[config.mk]
export PLATFORM = sky130hd
export DESIGN_NAME = hdlc_rx_frame_status
export DESIGN_NICKNAME = d
export VERILOG_FILES = /design/src/rtl/hdlc_rxs_pkg.sv /design/src/rtl/hdlc_rxs_char_class.sv /design/src/rtl/hdlc_rxs_break_track.sv /design/src/rtl/hdlc_rxs_frame_ctl.sv /design/src/rtl/hdlc_rx_frame_status.sv
export SDC_FILE = /design/constraint.sdc
export NUM_CORES = 1
export LEC_CHECK = 0
export CAP_MARGIN = 5
export CORE_MARGIN = 3
export CORE_UTILIZATION = 23
export DETAILED_ROUTE_END_ITERATION = 10
export PLACE_DENSITY = 0.49
export SLEW_MARGIN = 25
export SYNTH_ARGS = -nofsm -noshare
export SYNTH_HDL_FRONTEND = slang
export SYNTH_SLANG_ARGS = --single-unit
[constraint.sdc]
create_clock -name clk_i -period 2.1 [get_ports clk_i]
set_input_delay 0.21 -clock clk_i [delete_from_list [all_inputs] [get_ports clk_i]]
set_output_delay 0.21 -clock clk_i [all_outputs]
set_load 0.03 [all_outputs]
[src/rtl/hdlc_rxs_pkg.sv]
package hdlc_rxs_pkg;
   localparam int STAT_W  = 5;
   localparam int ST_CRC  = 0;
   localparam int ST_BRK  = 1;
   localparam int ST_ABT  = 2;
   localparam int ST_OVR  = 3;
   localparam int ST_CDL  = 4;

   typedef enum logic [1:0] {
      RX_HUNT   = 2'd0,
      RX_OPEN   = 2'd1,
      RX_CDWAIT = 2'd2
   } rx_state_e;

   function automatic logic [STAT_W-1:0] stat_bit(input int idx);
      logic [STAT_W-1:0] v;
      v = '0;
      v[idx] = 1'b1;
      return v;
   endfunction
endpackage

[src/rtl/hdlc_rxs_char_class.sv]
module hdlc_rxs_char_class #(
   parameter int          BW        = 8,
   parameter int unsigned FLAG_CODE = 8'h7E,
   parameter int unsigned ESC_CODE  = 8'h7D,
   parameter int unsigned ABT_A     = 8'h7E,
   parameter int unsigned ABT_B     = 8'hC1,
   parameter int unsigned XOR_MASK  = 8'h20,
   parameter int          ABORT_SEL = 0
) (
   input  logic [BW-1:0] byte_i,
   input  logic          esc_i,
   input  logic          mode_i,
   output logic          is_abort_o,
   output logic          is_flag_o,
   output logic          is_esc_o,
   output logic [BW-1:0] value_o
);
   localparam logic [BW-1:0] FLAG_V = BW'(FLAG_CODE);
   localparam logic [BW-1:0] ESC_V  = BW'(ESC_CODE);
   localparam logic [BW-1:0] ABT_AV = BW'(ABT_A);
   localparam logic [BW-1:0] ABT_BV = BW'(ABT_B);
   localparam logic [BW-1:0] MASK_V = BW'(XOR_MASK);

   logic [BW-1:0] abort_code;

   generate
      if (ABORT_SEL == 1) begin : g_fixed_a
         assign abort_code = ABT_AV;
      end else if (ABORT_SEL == 2) begin : g_fixed_b
         assign abort_code = ABT_BV;
      end else begin : g_runtime
         assign abort_code = mode_i ? ABT_BV : ABT_AV;
      end
   endgenerate

   always_comb begin
      is_abort_o = esc_i && (byte_i == abort_code);
      is_flag_o  = !is_abort_o && (byte_i == FLAG_V);
      is_esc_o   = !is_abort_o && !is_flag_o && !esc_i && (byte_i == ESC_V);
      value_o    = esc_i ? (byte_i ^ MASK_V) : byte_i;
   end
endmodule

[src/rtl/hdlc_rxs_break_track.sv]
module hdlc_rxs_break_track (
   input  logic clk_i,
   input  logic rst_ni,
   input  logic carrier_i,
   input  logic ovr_i,
   input  logic vld_i,
   input  logic brk_i,
   input  logic idle_i,
   output logic start_o,
   output logic end_o
);
   logic act_q;
   logic brk_ev;
   logic end_ev;

   always_comb begin
      brk_ev = carrier_i && !ovr_i && vld_i && brk_i;
      end_ev = carrier_i && !brk_ev && ((!ovr_i && vld_i && !brk_i) || idle_i);
   end

   always_ff @(posedge clk_i) begin
      if (!rst_ni) begin
         act_q   <= 1'b0;
         start_o <= 1'b0;
         end_o   <= 1'b0;
      end else begin
         start_o <= brk_ev && !act_q;
         end_o   <= end_ev && act_q;
         if (brk_ev)      act_q <= 1'b1;
         else if (end_ev) act_q <= 1'b0;
      end
   end
endmodule

[src/rtl/hdlc_rxs_frame_ctl.sv]
module hdlc_rxs_frame_ctl
   import hdlc_rxs_pkg::*;
#(
   parameter int BW = 8
) (
   input  logic              clk_i,
   input  logic              rst_ni,
   input  logic              carrier_i,
   input  logic              ovr_i,
   input  logic              vld_i,
   input  logic              brk_i,
   input  logic              crc_ok_i,
   input  logic              is_abort_i,
   input  logic              is_flag_i,
   input  logic              is_esc_i,
   input  logic [BW-1:0]     value_i,
   output logic              esc_o,
   output logic              close_o,
   output logic [STAT_W-1:0] status_o,
   output logic              data_vld_o,
   output logic [BW-1:0]     data_o
);
   rx_state_e         st_q, st_d;
   logic              has_q, has_d;
   logic              esc_q, esc_d;
   logic              close_d;
   logic [STAT_W-1:0] stat_d;
   logic              dv_d;
   logic [BW-1:0]     dd_d;

   assign esc_o = esc_q;

   always_comb begin
      st_d    = st_q;
      has_d   = has_q;
      esc_d   = esc_q;
      close_d = 1'b0;
      stat_d  = '0;
      dv_d    = 1'b0;
      dd_d    = '0;
      if (st_q == RX_CDWAIT) begin
         if (carrier_i) st_d = RX_HUNT;
      end else if (!carrier_i) begin
         close_d = has_q;
         stat_d  = has_q ? stat_bit(ST_CDL) : '0;
         st_d    = RX_CDWAIT;
         has_d   = 1'b0;
         esc_d   = 1'b0;
      end else if (ovr_i) begin
         close_d = has_q;
         stat_d  = has_q ? stat_bit(ST_OVR) : '0;
         st_d    = RX_HUNT;
         has_d   = 1'b0;
         esc_d   = 1'b0;
      end else if (vld_i && brk_i) begin
         close_d = has_q;
         stat_d  = has_q ? stat_bit(ST_BRK) : '0;
         st_d    = RX_HUNT;
         has_d   = 1'b0;
         esc_d   = 1'b0;
      end else if (vld_i) begin
         if (is_abort_i) begin
            close_d = 1'b1;
            stat_d  = stat_bit(ST_ABT);
            st_d    = RX_HUNT;
            has_d   = 1'b0;
            esc_d   = 1'b0;
         end else if (is_flag_i) begin
            esc_d = 1'b0;
            if (st_q == RX_OPEN && has_q) begin
               close_d = 1'b1;
               stat_d  = crc_ok_i ? '0 : stat_bit(ST_CRC);
            end
            st_d  = RX_OPEN;
            has_d = 1'b0;
         end else if (is_esc_i) begin
            esc_d = 1'b1;
         end else begin
            esc_d = 1'b0;
            if (st_q == RX_OPEN) begin
               dv_d  = 1'b1;
               dd_d  = value_i;
               has_d = 1'b1;
            end
         end
      end
   end

   always_ff @(posedge clk_i) begin
      if (!rst_ni) begin
         st_q       <= RX_HUNT;
         has_q      <= 1'b0;
         esc_q      <= 1'b0;
         close_o    <= 1'b0;
         status_o   <= '0;
         data_vld_o <= 1'b0;
         data_o     <= '0;
      end else begin
         st_q       <= st_d;
         has_q      <= has_d;
         esc_q      <= esc_d;
         close_o    <= close_d;
         status_o   <= stat_d;
         data_vld_o <= dv_d;
         data_o     <= dd_d;
      end
   end
endmodule

[src/rtl/hdlc_rx_frame_status.sv]
module hdlc_rx_frame_status
   import hdlc_rxs_pkg::*;
#(
   parameter int          BW        = 8,
   parameter int unsigned FLAG_CODE = 8'h7E,
   parameter int unsigned ESC_CODE  = 8'h7D,
   parameter int unsigned ABT_A     = 8'h7E,
   parameter int unsigned ABT_B     = 8'hC1,
   parameter int unsigned XOR_MASK  = 8'h20,
   parameter int          ABORT_SEL = 0
) (
   input  logic              clk_i,
   input  logic              rst_ni,
   input  logic              mode_i,
   input  logic              rx_vld_i,
   input  logic [BW-1:0]     rx_byte_i,
   input  logic              rx_brk_i,
   input  logic              line_idle_i,
   input  logic              carrier_i,
   input  logic              ovr_i,
   input  logic              crc_ok_i,
   output logic              close_o,
   output logic [STAT_W-1:0] status_o,
   output logic              rxf_o,
   output logic              brk_start_o,
   output logic              brk_end_o,
   output logic              data_vld_o,
   output logic [BW-1:0]     data_o
);
   initial begin : elab_checks
      if (BW < 8)                  $error("BW must be at least 8");
      if (FLAG_CODE == ESC_CODE)   $error("delimiter and escape codes must differ");
      if (ABORT_SEL < 0 || ABORT_SEL > 2) $error("ABORT_SEL must be 0, 1 or 2");
      if (XOR_MASK == 0)           $error("escape mask must be nonzero");
   end

   logic          esc_w;
   logic          is_abort_w;
   logic          is_flag_w;
   logic          is_esc_w;
   logic [BW-1:0] value_w;

   hdlc_rxs_char_class #(
      .BW(BW), .FLAG_CODE(FLAG_CODE), .ESC_CODE(ESC_CODE),
      .ABT_A(ABT_A), .ABT_B(ABT_B), .XOR_MASK(XOR_MASK), .ABORT_SEL(ABORT_SEL)
   ) u_class (
      .byte_i    (rx_byte_i),
      .esc_i     (esc_w),
      .mode_i    (mode_i),
      .is_abort_o(is_abort_w),
      .is_flag_o (is_flag_w),
      .is_esc_o  (is_esc_w),
      .value_o   (value_w)
   );

   hdlc_rxs_frame_ctl #(.BW(BW)) u_frame (
      .clk_i     (clk_i),
      .rst_ni    (rst_ni),
      .carrier_i (carrier_i),
      .ovr_i     (ovr_i),
      .vld_i     (rx_vld_i),
      .brk_i     (rx_brk_i),
      .crc_ok_i  (crc_ok_i),
      .is_abort_i(is_abort_w),
      .is_flag_i (is_flag_w),
      .is_esc_i  (is_esc_w),
      .value_i   (value_w),
      .esc_o     (esc_w),
      .close_o   (close_o),
      .status_o  (status_o),
      .data_vld_o(data_vld_o),
      .data_o    (data_o)
   );

   hdlc_rxs_break_track u_break (
      .clk_i    (clk_i),
      .rst_ni   (rst_ni),
      .carrier_i(carrier_i),
      .ovr_i    (ovr_i),
      .vld_i    (rx_vld_i),
      .brk_i    (rx_brk_i),
      .idle_i   (line_idle_i),
      .start_o  (brk_start_o),
      .end_o    (brk_end_o)
   );

   assign rxf_o = close_o;
endmodule

# Word level (Yosys, flattened, before mapping)
# Index checks and enable logic that the tools add are counted.
# word_totals
register_bits	22
output_inout_bits	18
wordCells	104
# classes
muxes	46
reduce_logical	31
n_eq_ne	11
bitwise	6
# ops
op	count
5-bit two-way mux	8
1-bit two-way mux	26
2-bit two-way mux	9
8-bit by 7-bit == test with 1-bit output, second input constant	2
1-bit logical AND	16
6-bit by 1-bit inequality test with 1-bit output, second input constant	2
10-bit OR reduction	1
9-bit OR reduction	1
8-bit == test	1
8-bit two-way mux	1
1-bit zero test	7
6-bit two-way mux	1
6-bit by 5-bit inequality test with 1-bit output, second input constant	1
1-bit NOT	6
5-bit by 2-bit inequality test with 1-bit output, second input constant	1
4-bit two-way mux	1
4-bit by 2-bit inequality test with 1-bit output, second input constant	1
4-bit AND reduction	1
3-bit AND reduction	1
2-bit by 1-bit == test with 1-bit output, second input constant	1
2-bit == test, second input constant	1
2-bit inequality test, second input constant	1
2-bit AND reduction	1
2-bit nonzero test	1
other kinds (2)	2

# Logic depth before layout (Yosys ltp)
# depth
ltp_word	16
mapped_depth	6
mapped_depth_nobuf	5

# By module
# From an unflattened synthesis, not the netlist that was laid out.
# unflattened
cells_unflattened	107
hier_area_um2	1017.2
# modules_own_cells
mod	seq_area_each_um2	area_per_inst_um2	instances	cells_per_inst
hdlc_rxs_frame_ctl	380.4	721.9	1	70
hdlc_rxs_char_class	0.0	151.4	1	22
hdlc_rxs_break_track	60.1	136.4	1	14
hdlc_rx_frame_status	0.0	7.5	1	1

# Least setup slack after synthesis
# OpenSTA, ideal clock, no wires.
# synth_timing
path_type	in2reg
from	in rx_byte_i[2]
to	reg u_frame.data_o[0]
n_path_buf	1
required_time_ns	1.985
t_arrival_ns	1.430
path_slack_ns	0.555
stages	6
path_cell_list	or4_1 > o22ai_2 > nand3_2 > and4_1 > buf_6 > and2_1
# synth_via
elab_chain_cells	9
# synth_rtl
item	line_no	source
start: declaration	hdlc_rx_frame_status.sv:16	input logic [BW-1:0] rx_byte_i,
8-bit == test	hdlc_rxs_char_class.sv:37	is_abort_o = esc_i && (byte_i == abort_code);
1-bit logical AND	hdlc_rxs_char_class.sv:37	
1-bit zero test	hdlc_rxs_char_class.sv:38, hdlc_rxs_char_class.sv:39	
1-bit logical AND	hdlc_rxs_char_class.sv:38	is_flag_o = !is_abort_o && (byte_i == FLAG_V);
1-bit zero test	hdlc_rxs_char_class.sv:39	is_esc_o = !is_abort_o && !is_flag_o && !esc_i && (byte_i == ESC_V);
1-bit logical AND (3 in series)	hdlc_rxs_char_class.sv:39	
10-bit OR reduction (no line) *	--	
end signal: assignment	hdlc_rxs_frame_ctl.sv:97	data_o <= '0;
end signal: assignment	hdlc_rxs_frame_ctl.sv:105	data_o <= dd_d;
end: declaration	hdlc_rxs_frame_ctl.sv:21	output logic [BW-1:0] data_o
# Every way passes the cells marked *; elsewhere a longest branch is shown, timed or not.
# A chain may end at the register's enable or synchronous reset.

# Worst setup path in the final report
# layout_timing
from	in rx_byte_i[2]
to	reg u_frame.st_q[1]
# layout_via
elab_chain_cells	8
# layout_rtl
item	line_no	source
8-bit == test	hdlc_rxs_char_class.sv:37	
1-bit logical AND	hdlc_rxs_char_class.sv:37	
2-bit two-way mux	hdlc_rxs_frame_ctl.sv:62	if (is_abort_i) begin
2-bit two-way mux	hdlc_rxs_frame_ctl.sv:61	end else if (vld_i) begin
2-bit two-way mux	hdlc_rxs_frame_ctl.sv:55	end else if (vld_i && brk_i) begin
2-bit two-way mux	hdlc_rxs_frame_ctl.sv:49	end else if (ovr_i) begin
2-bit two-way mux	hdlc_rxs_frame_ctl.sv:43	end else if (!carrier_i) begin
2-bit two-way mux	hdlc_rxs_frame_ctl.sv:41	if (st_q == RX_CDWAIT) begin
end signal: assignment	hdlc_rxs_frame_ctl.sv:99	st_q <= st_d;
end: declaration	hdlc_rxs_frame_ctl.sv:23	rx_state_e st_q, st_d;
# Parallel ways exist; a longest one is shown, timed or not. The select of a mux whose other input is x is not followed.

==> impl_metrics.json <==
{
  "status": "finished, final reports clean",
  "p_switching_mw": 0.1620,
  "dieWidth_um": 67.53,
  "synthAdderAreaFrac_pct": 0,
  "ios": 35,
  "cap_violations": 0,
  "critical_path.max_fanout": 4,
  "synth-seq-area-share_pct": 50.57,
  "max-slew-margin-rel_pct": 77.36,
  "dpl.hpwl_um": 1609,
  "yosysWarnings": 0,
  "ys.flop_type": "dfxtp_1",
  "final_cell_mix": "clkdlybuf4s50_1, dfxtp_1, nand2_1, and2_1, nor2_1",
  "ys_async_sr_fraction_pct": 0,
  "grt_max_degree": 12,
  "p_comb_share_pct": 10.8,
  "synth_top_family_by_area": "simple AND/OR/NAND/NOR gates",
  "worst-setup-path-type": "input port to register",
  "wl_um": 1988,
  "fin_crit_sh_pct": 82.94,
  "setup_viol": 0,
  "cts_buffer_depth": 2,
  "synth-edff-count": 0,
  "busiest_layer": "met2",
  "start_util_pct": 24.92,
  "hp-class": "register to register",
  "drtIter0Drc": 7,
  "cts_made_buffers": 3,
  "clk_latency_ns": 0.26,
  "place_congestion": 0.7787,
  "powerDensity_nw_per_um2": 570.9,
  "via_count": 757,
  "grt_use_met1_pct": 11.47,
  "vias_per_cell": 4.301,
  "synth-simple-area-share_pct": 29.02,
  "syn_avg_cell_area_um2": 9.570,
  "remaining_drc_errors": 0,
  "p_int_mw": 0.5924,
  "postSynthCellCount": 91,
  "cts_sinks": 22,
  "ctsHoldBuffers": 0,
  "cts_root_buf": "clkbuf_8",
  "wl_per_cell_um": 11.30,
  "power_switching_share_pct": 21.47,
  "area_growth_pct": 51.72,
  "r2r_setup_slack_ns": 0.62,
  "rsz0062_at_grt": "no",
  "ys_seq_elements": 22,
  "clock_skew_ns": 0.004263,
  "synth_cell_types": 37,
  "port-buffer-count": 34,
  "die_h_um": 67.53,
  "die_area_um2": 4560,
  "hold_violations": 0,
  "cts-resized-gates": 0,
  "grt_use_met3_pct": 2.163,
  "core_region_area_um2": 3495,
  "cp_data_arrival_time_ns": 1.93,
  "grt_pass1_vias": 721,
  "grt_overflow": 0,
  "ir_worst_vdd_v": 0.0002104,
  "worst_pin_slew_ns": 0.3365,
  "required_ns": 2.29,
  "path_clk_slew_ns": 0.07,
  "pwr-share-seq_pct": 55.9,
  "gr-usage-met2_pct": 13.73,
  "cts_tree": "built",
  "slew_violations": 0,
  "synth-xor-area-share_pct": 1.006,
  "grt_usage_pct": 8.814,
  "critPathLaunchType": "input port",
  "cts-htree-levels": 1,
  "antenna_found_initial": 0,
  "min_period_ns": 1.742,
  "drt_pass1_iterations": 4,
  "grt_pass1_wl_um": 3105,
  "synth_compound_area_share_pct": 13.51,
  "fill_cells": 353,
  "tns_ns": 0,
  "fin_nets": 149,
  "n_antenna_cell": 0,
  "finalNonFillerCells": 176,
  "max_freq_mhz": 574.1,
  "leakage_nw": 0.4687,
  "rows": 21,
  "ant_nets": 0,
  "cts_setup_buffers": 0,
  "synthMuxAreaShare_pct": 1.149,
  "clockPowerShare_pct": 33.3,
  "critical_path.endpoint_type": "register",
  "synthesis.area_um2": 870.8,
  "syn-num-nets": 108,
  "dp_cells": 173,
  "drive_above_1_share_pct": 7.692,
  "final_common_cell": "clkdlybuf4s50_1"
}
-- critical path, stage by stage --
cell and delay, ns:
clkdlybuf4s50_1 0.45, or4_1 0.55, o22ai_2 0.14, nand3_2 0.10, a31oi_1 0.26, mux2i_1 0.22
-- worst paths after layout --
check	start	to	cells past startpoint
worst max-delay path	rx_byte_i[2]	u_frame.st_q[1]	6
worst min-delay path	u_break.act_q	u_break.start_o	1
worst max register to register	u_frame.st_q[0]	u_frame.st_q[1]	5
worst min register to register	u_break.act_q	u_break.start_o	1
-- through the flow --
step | power (mW) | cell area [um2] | util, % | setup WS, ns | hold slack [ns]
2_1_floorplan | 0.4599 | 870.8 | - | 0.5550 | 0.2824
3_3_place_gp | 0.5129 | 1280 | 36.63 | 0.09994 | 0.4100
3_5_place_dp | 0.5128 | 1280 | 36.63 | 0.1005 | 0.4189
4_1_cts | 0.7667 | 1321 | 37.81 | 0.3612 | 0.4324
5_1_grt | 0.7877 | 1321 | 37.81 | 0.2390 | 0.4400
6_report | 0.7544 | 1321 | 37.81 | 0.3582 | 0.4315
-- cell families after synthesis --
kind of cell / count (synthesis)
and+or+nand+nor: 43
DFF: 22
AOI/OAI and AO/OA: 16
buffers and inverters: 8
xor gates and xnor gates: 1
muxes: 1
-- metal layers --
metal | vias up | routed length (um)
met5 | - | 0
met4 | 0 | 29
met3 | 4 | 66
met2 | 12 | 953
met1 | 342 | 939
li1 | 399 | -
-- flip-flops by register name (all words and copies together), names as in the netlist --
| name | count |
|---|---|
| u_break.end_o | 1 |
| u_frame.st_q | 2 |
| u_frame.data_vld_o | 1 |
| u_frame.data_o | 8 |
| u_break.start_o | 1 |
| u_frame.status_o | 5 |
| u_frame.close_o | 1 |
| u_frame.has_q | 1 |
| u_break.act_q | 1 |
| u_frame.esc_o | 1 |
-- power groups by stage --
stage	clock (mW)	sequential (mW)	combinational, mW
5_1_grt	0.276	0.421	0.0904
3_5_place_dp	0	0.431	0.0815
2_1_floorplan	0	0.432	0.0283
3_3_place_gp	0	0.431	0.0821
6_report	0.251	0.422	0.0816
4_1_cts	0.263	0.421	0.0822
-- layout make-up --
cell class                      instances  area [um2]  area share (%)
Sequential cell                        22       440.4           33.33
Multi-Input combinational cell         61       389.1           29.45
Clock buffer                            3       41.29           3.125
Tap cell                               46       57.56           4.356
Inverter                                6       22.52           1.705
Timing Repair Buffer                   38       370.4           28.03
-- cells in the mapped netlist, types with 2 or more instances --
cell       n  area share (%)
nor3_1     3             1.7
and2_1     8             5.7
nand2_1    9             3.9
a31oi_1    2             1.4
nor2b_1    3             2.2
nand3_1    3             1.7
nand2b_1   2             1.4
o21ai_0    2             1.1
nor2_1     5             2.2
nand4b_1   3             3.0
dfxtp_1   22              51
inv_1      4             1.7
No activity file was read; power rests on OpenSTA's default activity.
